`config.mk`:
```
export PLATFORM = sky130hd
export DESIGN_NAME = servo_pwm_timer
export DESIGN_NICKNAME = d
export VERILOG_FILES = /design/src/rtl/svt_pkg.sv /design/src/rtl/svt_tick_gen.sv /design/src/rtl/svt_rate_div.sv /design/src/rtl/svt_chan_cmp.sv /design/src/rtl/servo_pwm_timer.sv
export SDC_FILE = /design/constraint.sdc
export NUM_CORES = 1
export LEC_CHECK = 0
export ABC_AREA = 1
export CAP_MARGIN = 40
export CORE_MARGIN = 10
export CORE_UTILIZATION = 40
export CTS_CLUSTER_SIZE = 24
export DETAILED_ROUTE_END_ITERATION = 7
export GPL_ROUTABILITY_DRIVEN = 0
export SLEW_MARGIN = 30
export SYNTH_ARGS = -nofsm -noshare
export SYNTH_HDL_FRONTEND = slang
export SYNTH_HIERARCHICAL = 1
export SYNTH_SLANG_ARGS = --single-unit
```
`constraint.sdc`:
```
create_clock -name clk -period 5.35 [get_ports clk]
set_input_delay 1.07 -clock clk [delete_from_list [all_inputs] [get_ports clk]]
set_output_delay 1.07 -clock clk [all_outputs]
set_load 0.005 [all_outputs]
```
`src/rtl/svt_pkg.sv`:
```
package svt_pkg;
    localparam int unsigned TICK_HZ_STD = 1_000_000;
    localparam int unsigned RATE_LO     = 1;
    localparam int unsigned RATE_HI     = 10_000;
    localparam int unsigned RATE_BOOT   = 50;

    // index width that never collapses to zero bits
    function automatic int unsigned idx_width(input int unsigned n);
        return (n > 1) ? $clog2(n) : 1;
    endfunction
endpackage

```
`src/rtl/svt_tick_gen.sv`:
```
module svt_tick_gen #(
    parameter int unsigned DIV = 4
) (
    input  logic clk,
    input  logic rst_n,
    input  logic en_i,
    input  logic clr_i,
    output logic tick_o
);
    localparam int unsigned PW = (DIV > 1) ? $clog2(DIV) : 1;
    localparam logic [PW-1:0] LAST = PW'(DIV - 1);

    logic [PW-1:0] cnt_d, cnt_q;

    always_comb begin
        cnt_d = cnt_q;
        if (clr_i)
            cnt_d = '0;
        else if (en_i)
            cnt_d = (cnt_q == LAST) ? '0 : cnt_q + 1'b1;
    end

    always_ff @(posedge clk) begin
        if (!rst_n) cnt_q <= '0;
        else        cnt_q <= cnt_d;
    end

    assign tick_o = en_i && !clr_i && (cnt_q == LAST);
endmodule

```
`src/rtl/svt_rate_div.sv`:
```
module svt_rate_div #(
    parameter int unsigned NUM   = 1_000_000,
    parameter int unsigned NUM_W = 20,
    parameter int unsigned DEN_W = 14
) (
    input  logic             clk,
    input  logic             rst_n,
    input  logic             start_i,
    input  logic [DEN_W-1:0] den_i,
    output logic             busy_o,
    output logic             done_o,
    output logic [NUM_W-1:0] quo_o
);
    localparam int unsigned SW = $clog2(NUM_W + 1);

    typedef struct packed {
        logic             busy;
        logic             done;
        logic [SW-1:0]    step;
        logic [DEN_W-1:0] den;
        logic [DEN_W-1:0] rem;
        logic [NUM_W-1:0] quo;
    } div_t;

    div_t d, q;
    logic [DEN_W:0] shifted;

    always_comb begin
        d       = q;
        d.done  = 1'b0;
        shifted = {q.rem, q.quo[NUM_W-1]};
        if (start_i && !q.busy) begin
            d.busy = 1'b1;
            d.step = SW'(NUM_W);
            d.den  = den_i;
            d.rem  = '0;
            d.quo  = NUM_W'(NUM);
        end else if (q.busy) begin
            if (shifted >= {1'b0, q.den}) begin
                d.rem = DEN_W'(shifted - {1'b0, q.den});
                d.quo = {q.quo[NUM_W-2:0], 1'b1};
            end else begin
                d.rem = shifted[DEN_W-1:0];
                d.quo = {q.quo[NUM_W-2:0], 1'b0};
            end
            d.step = q.step - 1'b1;
            if (q.step == SW'(1)) begin
                d.busy = 1'b0;
                d.done = 1'b1;
            end
        end
    end

    always_ff @(posedge clk) begin
        if (!rst_n) q <= '0;
        else        q <= d;
    end

    assign busy_o = q.busy;
    assign done_o = q.done;
    assign quo_o  = q.quo;
endmodule

```
`src/rtl/svt_chan_cmp.sv`:
```
module svt_chan_cmp #(
    parameter int unsigned CW = 20
) (
    input  logic          en_i,
    input  logic [CW-1:0] cnt_i,
    input  logic [CW-1:0] cmp_i,
    output logic          pwm_o
);
    assign pwm_o = en_i && (cnt_i < cmp_i);
endmodule

```
`src/rtl/servo_pwm_timer.sv`:
```
module servo_pwm_timer
    import svt_pkg::*;
#(
    parameter int unsigned CLK_HZ   = 50_000_000,
    parameter int unsigned TICK_HZ  = TICK_HZ_STD,
    parameter int unsigned NUM_CH   = 4,
    parameter int unsigned RATE_MIN = RATE_LO,
    parameter int unsigned RATE_MAX = RATE_HI,
    parameter int unsigned RATE_DEF = RATE_BOOT,
    localparam int unsigned CNT_W   = $clog2(TICK_HZ / RATE_MIN + 1),
    localparam int unsigned RATE_W  = $clog2(RATE_MAX + 1),
    localparam int unsigned IDX_W   = idx_width(NUM_CH),
    localparam int unsigned CHS_W   = IDX_W + 1
) (
    input  logic              clk,
    input  logic              rst_n,
    input  logic              arm_i,
    input  logic              disarm_i,
    input  logic              upd_i,
    input  logic [NUM_CH-1:0] ch_mask_i,
    input  logic              wr_i,
    input  logic [CHS_W-1:0]  wr_ch_i,
    input  logic [CNT_W-1:0]  wr_width_i,
    input  logic [CHS_W-1:0]  rd_ch_i,
    output logic [CNT_W-1:0]  rd_width_o,
    input  logic              rate_we_i,
    input  logic [RATE_W-1:0] rate_hz_i,
    output logic              rate_busy_o,
    output logic              rate_err_o,
    output logic              ch_err_o,
    output logic [CNT_W-1:0]  period_o,
    output logic [CNT_W-1:0]  count_o,
    output logic [NUM_CH-1:0] pwm_o
);
    localparam int unsigned PRE_DIV = CLK_HZ / TICK_HZ;
    localparam int unsigned NUM_W   = $clog2(TICK_HZ + 1);
    localparam logic [CNT_W-1:0] PER_BOOT = CNT_W'(TICK_HZ / RATE_DEF);

    typedef struct packed {
        logic                         armed;
        logic                         ch_err;
        logic                         rate_err;
        logic [CNT_W-1:0]             cnt;
        logic [CNT_W-1:0]             per_act;
        logic [CNT_W-1:0]             per_sh;
        logic [NUM_CH-1:0][CNT_W-1:0] cmp_act;
        logic [NUM_CH-1:0][CNT_W-1:0] cmp_sh;
    } tmr_t;

    tmr_t d, q;

    logic             tick;
    logic             arm_go;
    logic             force_upd;
    logic             rate_ok;
    logic             div_start;
    logic             div_busy;
    logic             div_done;
    logic [NUM_W-1:0] div_quo;

    assign arm_go    = arm_i && !disarm_i;
    assign force_upd = upd_i || arm_go;
    assign rate_ok   = (rate_hz_i >= RATE_W'(RATE_MIN)) && (rate_hz_i <= RATE_W'(RATE_MAX));
    assign div_start = rate_we_i && rate_ok && !div_busy;

    svt_tick_gen #(.DIV(PRE_DIV)) u_tick (
        .clk    (clk),
        .rst_n  (rst_n),
        .en_i   (q.armed),
        .clr_i  (force_upd),
        .tick_o (tick)
    );

    svt_rate_div #(.NUM(TICK_HZ), .NUM_W(NUM_W), .DEN_W(RATE_W)) u_div (
        .clk     (clk),
        .rst_n   (rst_n),
        .start_i (div_start),
        .den_i   (rate_hz_i),
        .busy_o  (div_busy),
        .done_o  (div_done),
        .quo_o   (div_quo)
    );

    always_comb begin
        d          = q;
        d.ch_err   = 1'b0;
        d.rate_err = rate_we_i && !div_start;

        // shadow width write, stored minus one
        if (wr_i) begin
            if (wr_ch_i < CHS_W'(NUM_CH))
                d.cmp_sh[wr_ch_i[IDX_W-1:0]] = (wr_width_i == '0) ? '0 : wr_width_i - 1'b1;
            else
                d.ch_err = 1'b1;
        end

        if (div_done)
            d.per_sh = CNT_W'(div_quo);

        // counter and update events; writes of this cycle are included
        if (force_upd) begin
            d.cnt     = '0;
            d.per_act = d.per_sh;
            d.cmp_act = d.cmp_sh;
        end else if (tick && !disarm_i) begin
            if (q.cnt >= q.per_act) begin
                d.cnt     = '0;
                d.per_act = d.per_sh;
                d.cmp_act = d.cmp_sh;
            end else begin
                d.cnt = q.cnt + 1'b1;
            end
        end

        if (disarm_i)
            d.armed = 1'b0;
        else if (arm_i)
            d.armed = 1'b1;
    end

    always_ff @(posedge clk) begin
        if (!rst_n) begin
            q         <= '0;
            q.per_act <= PER_BOOT;
            q.per_sh  <= PER_BOOT;
        end else begin
            q <= d;
        end
    end

    for (genvar i = 0; i < NUM_CH; i++) begin : g_chan
        svt_chan_cmp #(.CW(CNT_W)) u_cmp (
            .en_i  (q.armed && ch_mask_i[i]),
            .cnt_i (q.cnt),
            .cmp_i (q.cmp_act[i]),
            .pwm_o (pwm_o[i])
        );
    end

    assign rd_width_o  = (rd_ch_i < CHS_W'(NUM_CH)) ? q.cmp_sh[rd_ch_i[IDX_W-1:0]] + 1'b1 : '0;
    assign rate_busy_o = div_busy;
    assign rate_err_o  = q.rate_err;
    assign ch_err_o    = q.ch_err;
    assign period_o    = q.per_act;
    assign count_o     = q.cnt;
endmodule

```
==> impl_metrics.py <==
metrics = {
    "outcome": {
        "status": "completed",
    },
    "finish": {
        "final_util_pct": 45.7,
        "fill_cells": 4541,
        "share_of_final_layout_standard_cells_stronger_than_drive_strength_1_pct": 7.44,
        "synthToLayoutAreaGrowth_pct": 12.3,
        "finalInstanceArea_mm2": 0.0203,
        "num-nets-final": 2999,
    },
    "critical_path": {
        "worst_ep_required_time_ps": 4280,
        "path_class": "in -> out",
        "path_max_fanout": 40,
        "worst_setup_path_start_kind": "input pin",
        "critPathCaptureType": "output pin",
        "worstPathArrival_ps": 4020,
    },
    "die": {
        "core.rowCount": 77,
        "core_region_area_mm2": 0.0444,
        "die_w_um": 232,
        "die_height_um": 232,
        "io_pins": 118,
        "initial_utilization_pct": 40.7,
        "fp.dieArea_mm2": 0.0541,
    },
    "global_routing": {
        "overflow": 0,
        "maximum_number_of_pins_on_one_net_before_global_route_repair": 83,
        "antenna_found_initial": 0,
        "grtUsageTotal_pct": 19.5,
        "grt_pass1_wl_mm": 84.8,
        "number_of_global_route_vias_before_repair": 15340,
    },
    "flow_run": {
        "maximum_capacitance_violations": 0,
    },
    "synth": {
        "post_synth_inst_count": 2815,
        "yosys_register_bits": 284,
        "cell_area_synth_mm2": 0.0181,
        "yosysSeqAreaShare_pct": 31.5,
        "post_synth.cell_area_avg_um2": 6.42,
        "synth-main-ff-cell": "sky130_fd_sc_hd__dfxtp_1",
        "synth-warning-count": 6,
        "synth_fp_nets": 2986,
        "synthDistinctLibCells": 47,
        "synth-edff-count": 0,
        "ys_async_sr_fraction_pct": 0,
    },
    "cts": {
        "clockBufferDepth": 3,
        "tritoncts": "built",
        "clk_latency_ps": 540,
        "post_cts_resized": 0,
        "cts-root-buf": "sky130_fd_sc_hd__clkbuf_16",
        "sinks_on_the_clock_net": 284,
        "clock_pin_slew_worst_setup_and_hold_paths_ps": 60,
        "cts_max_level": 2,
        "cts_buffers": 34,
        "cts_hold_buf": 0,
        "post_cts_buffers": 0,
    },
    "routing": {
        "wl_met1_mm": 25.6,
        "drt_first_iter_violations": 1314,
        "routed_wirelength_mm": 53.9,
        "routed_met2_length_mm": 24.1,
        "post_drt_via_cell_ratio": 4.82,
        "wl_met3_mm": 3.33,
        "drt.antenna.violating_nets": 0,
        "dr_total_vias": 16594,
        "drtPass1Iterations": 7,
        "drc_errors": 0,
        "wl_per_cell_um": 15.6,
        "route.top_layer_used": "met4",
    },
    "sta": {
        "setup_viol": 0,
        "clock.fmax_mhz": 196,
        "finalWorstPathRequiredPeriod_ps": 5090,
        "report.final.slew_viol_count": 0,
        "finalHoldViolations": 0,
        "post-route-period-util_pct": 95.2,
        "sum_of_negative_setup_slack_ps": 0,
        "max_slew_margin_pct": 45.6,
        "rsz0062_at_grt": "no",
        "fin_worst_skew_ps": 26.5,
        "tightest_slew_ps": 814,
    },
    "power": {
        "power.leakage_nw": 10.7,
        "worst_ir_drop_vdd_v": 0.000168,
        "swShare_pct": 30.0,
        "sequentialPowerShare_pct": 40.5,
        "p_switching_mw": 1.70,
        "power_per_cell_area_mw_per_mm2": 278,
        "power.clock.fraction_pct": 40.4,
        "cell_internal_pwr_mw": 3.95,
        "power.share.combinational_pct": 19.0,
        "totalPowerFinal_mw": 5.64,
    },
    "placement": {
        "numPortBuffers": 117,
        "place_hpwl_mm": 40.9,
        "post_dp_cell_area_mm2": 0.0192,
    },
    "worst_hold_path": {
        "hold_class": "reg -> reg",
    },
}
[state kept, by name, summed over array words and instances, names as in the netlist]
register and cells:
u_div/q 33, q 181, period_o 20, u_tick/cnt_q 6, u_div/busy_o 1, ch_err_o 1
u_div/quo_o 20, u_div/done_o 1, count_o 20, rate_err_o 1
[path summary, 6_finish.rpt]
| path | from | endpoint | slack (ps) | cells after the start |
|---|---|---|---|---|
| worst min-delay path | u_div/q[51] | u_div/q[51] | 450 | 1 |
| worst min register to register | u_div/q[51] | u_div/q[51] | 450 | 1 |
| worst max register to register | count_o[9] | q[129] | 2210 | 13 |
| worst max-delay path | rd_ch_i[0] | rd_width_o[14] | 260 | 13 |
[cell usage after synthesis, types with 2 or more instances]
master | count | area (um^2)
sky130_fd_sc_hd__clkinv_1 | 8 | 30.0
sky130_fd_sc_hd__o21ai_0 | 67 | 335
sky130_fd_sc_hd__nand2_1 | 836 | 3140
sky130_fd_sc_hd__nand2_2 | 23 | 144
sky130_fd_sc_hd__o21a_1 | 4 | 30.0
sky130_fd_sc_hd__o21bai_1 | 3 | 22.5
sky130_fd_sc_hd__xnor2_1 | 7 | 61.3
sky130_fd_sc_hd__inv_2 | 4 | 15.0
sky130_fd_sc_hd__o22ai_1 | 2 | 12.5
sky130_fd_sc_hd__buf_6 | 15 | 169
sky130_fd_sc_hd__a21boi_1 | 4 | 30.0
sky130_fd_sc_hd__nor2_1 | 203 | 762
sky130_fd_sc_hd__and2_1 | 7 | 43.8
sky130_fd_sc_hd__buf_2 | 20 | 100
sky130_fd_sc_hd__nand4_2 | 2 | 25.0
sky130_fd_sc_hd__nand3_1 | 239 | 1200
sky130_fd_sc_hd__nand4_1 | 27 | 169
sky130_fd_sc_hd__clkbuf_1 | 50 | 188
sky130_fd_sc_hd__nor2_2 | 25 | 156
sky130_fd_sc_hd__dfxtp_1 | 284 | 5690
sky130_fd_sc_hd__xor2_1 | 21 | 184
sky130_fd_sc_hd__o211ai_1 | 9 | 67.6
sky130_fd_sc_hd__inv_1 | 559 | 2100
sky130_fd_sc_hd__nor2_4 | 8 | 90.1
sky130_fd_sc_hd__nand3b_1 | 2 | 15.0
sky130_fd_sc_hd__nor3_1 | 19 | 95.1
sky130_fd_sc_hd__nor3_2 | 11 | 110
sky130_fd_sc_hd__or2_2 | 36 | 225
sky130_fd_sc_hd__a21oi_2 | 6 | 52.6
sky130_fd_sc_hd__a221oi_1 | 3 | 26.3
sky130_fd_sc_hd__buf_1 | 5 | 18.8
sky130_fd_sc_hd__a21o_1 | 3 | 22.5
sky130_fd_sc_hd__o21ai_1 | 10 | 50.1
sky130_fd_sc_hd__buf_4 | 65 | 488
sky130_fd_sc_hd__nand3_2 | 19 | 190
sky130_fd_sc_hd__ha_1 | 119 | 1490
sky130_fd_sc_hd__a21oi_1 | 80 | 400
[critical path, stage by stage]
cell                              delay [ps]
sky130_fd_sc_hd__clkdlybuf4s50_1         600
sky130_fd_sc_hd__clkinv_4                280
sky130_fd_sc_hd__nand2_1                 130
sky130_fd_sc_hd__o211ai_1                 90
sky130_fd_sc_hd__nand2_1                 210
sky130_fd_sc_hd__ha_1                    300
sky130_fd_sc_hd__nand2_2                 110
sky130_fd_sc_hd__nor2_2                  160
sky130_fd_sc_hd__nand2_1                 130
sky130_fd_sc_hd__o21ai_1                 170
sky130_fd_sc_hd__nand2_1                 110
sky130_fd_sc_hd__nor2_1                  120
sky130_fd_sc_hd__clkdlybuf4s50_1         530
[power groups by stage]
stage,logic [mW],registers [mW],clock network [mW]
after floorplan,0.841,2.30,0
after global routing,1.21,2.30,2.40
after detailed placement,1.07,2.33,0
final,1.07,2.29,2.28
after global placement,1.04,2.34,0
after CTS,1.07,2.29,2.33
[routing by layer]
layer	GRT usage, %	vias to the layer above
met4	4.59	0
met3	3.14	54
met5	0	-
li1	-	8520
met1	27.1	7610
met2	31.2	410
[logic make-up (layout without fill, tap and decap cells)]
group	count (synthesis)	after routing	synth area share, %
simple gates	1459	1459	35.4
buf+inv	729	764	17.4
flops	284	284	31.5
compound gates	195	195	6.03
fa+ha+maj	120	120	8.35
xor+xnor	28	28	1.36
other cells	0	1	0
[through the flow]
step                      hold slack [ps]  instances  worst slack (ps)
after detailed placement              446       3383               291
after floorplan                       422       2815              1850
after CTS                             457       3441               281
final                                 453       3443               255
after global placement                439       3379               417
after global routing                  482       3442               107
[placed cells by master (no fill, tap or decap), types with 4 or more instances in the layout]
| master | count |
|---|---|
| sky130_fd_sc_hd__clkbuf_16 | 35 |
| sky130_fd_sc_hd__nor3_1 | 19 |
| sky130_fd_sc_hd__nand3_1 | 239 |
| sky130_fd_sc_hd__nor2_1 | 203 |
| sky130_fd_sc_hd__clkdlybuf4s50_1 | 116 |
| sky130_fd_sc_hd__nand3_2 | 19 |
| sky130_fd_sc_hd__clkbuf_1 | 5 |
| sky130_fd_sc_hd__o21ai_1 | 10 |
| sky130_fd_sc_hd__buf_4 | 12 |
| sky130_fd_sc_hd__xor2_1 | 21 |
| sky130_fd_sc_hd__and2_1 | 7 |
| sky130_fd_sc_hd__nand4_1 | 27 |
| sky130_fd_sc_hd__nand2_1 | 836 |
| sky130_fd_sc_hd__dfxtp_1 | 283 |
| sky130_fd_sc_hd__a21oi_1 | 79 |
| sky130_fd_sc_hd__a21oi_2 | 6 |
| sky130_fd_sc_hd__nand2_2 | 23 |
| sky130_fd_sc_hd__ha_1 | 119 |
| sky130_fd_sc_hd__or2_2 | 36 |
| sky130_fd_sc_hd__nor2_2 | 25 |
| sky130_fd_sc_hd__clkinv_2 | 7 |
| sky130_fd_sc_hd__nor3_2 | 11 |
| sky130_fd_sc_hd__xnor2_1 | 7 |
| sky130_fd_sc_hd__o21ai_0 | 67 |
| sky130_fd_sc_hd__clkinv_1 | 8 |
| sky130_fd_sc_hd__inv_2 | 5 |
| sky130_fd_sc_hd__inv_1 | 558 |
| sky130_fd_sc_hd__a21boi_1 | 4 |
| sky130_fd_sc_hd__nor2_4 | 8 |
| sky130_fd_sc_hd__clkbuf_8 | 8 |
| sky130_fd_sc_hd__o21a_1 | 4 |
| sky130_fd_sc_hd__o211ai_1 | 9 |
[final cells by class]
type | count | area [um^2] | share of cell area (%)
multi-input combinational | 1802 | 9240 | 45.6
sequential | 284 | 5690 | 28.0
inverter | 572 | 2150 | 10.6
timing repair buffer | 134 | 1370 | 6.76
clock buffer | 48 | 1000 | 4.95
tap | 592 | 741 | 3.65
clock inverter | 10 | 81.3 | 0.401
antenna | 1 | 2.50 | 0.0123
Note: power is estimated with default switching activity, not from simulation.
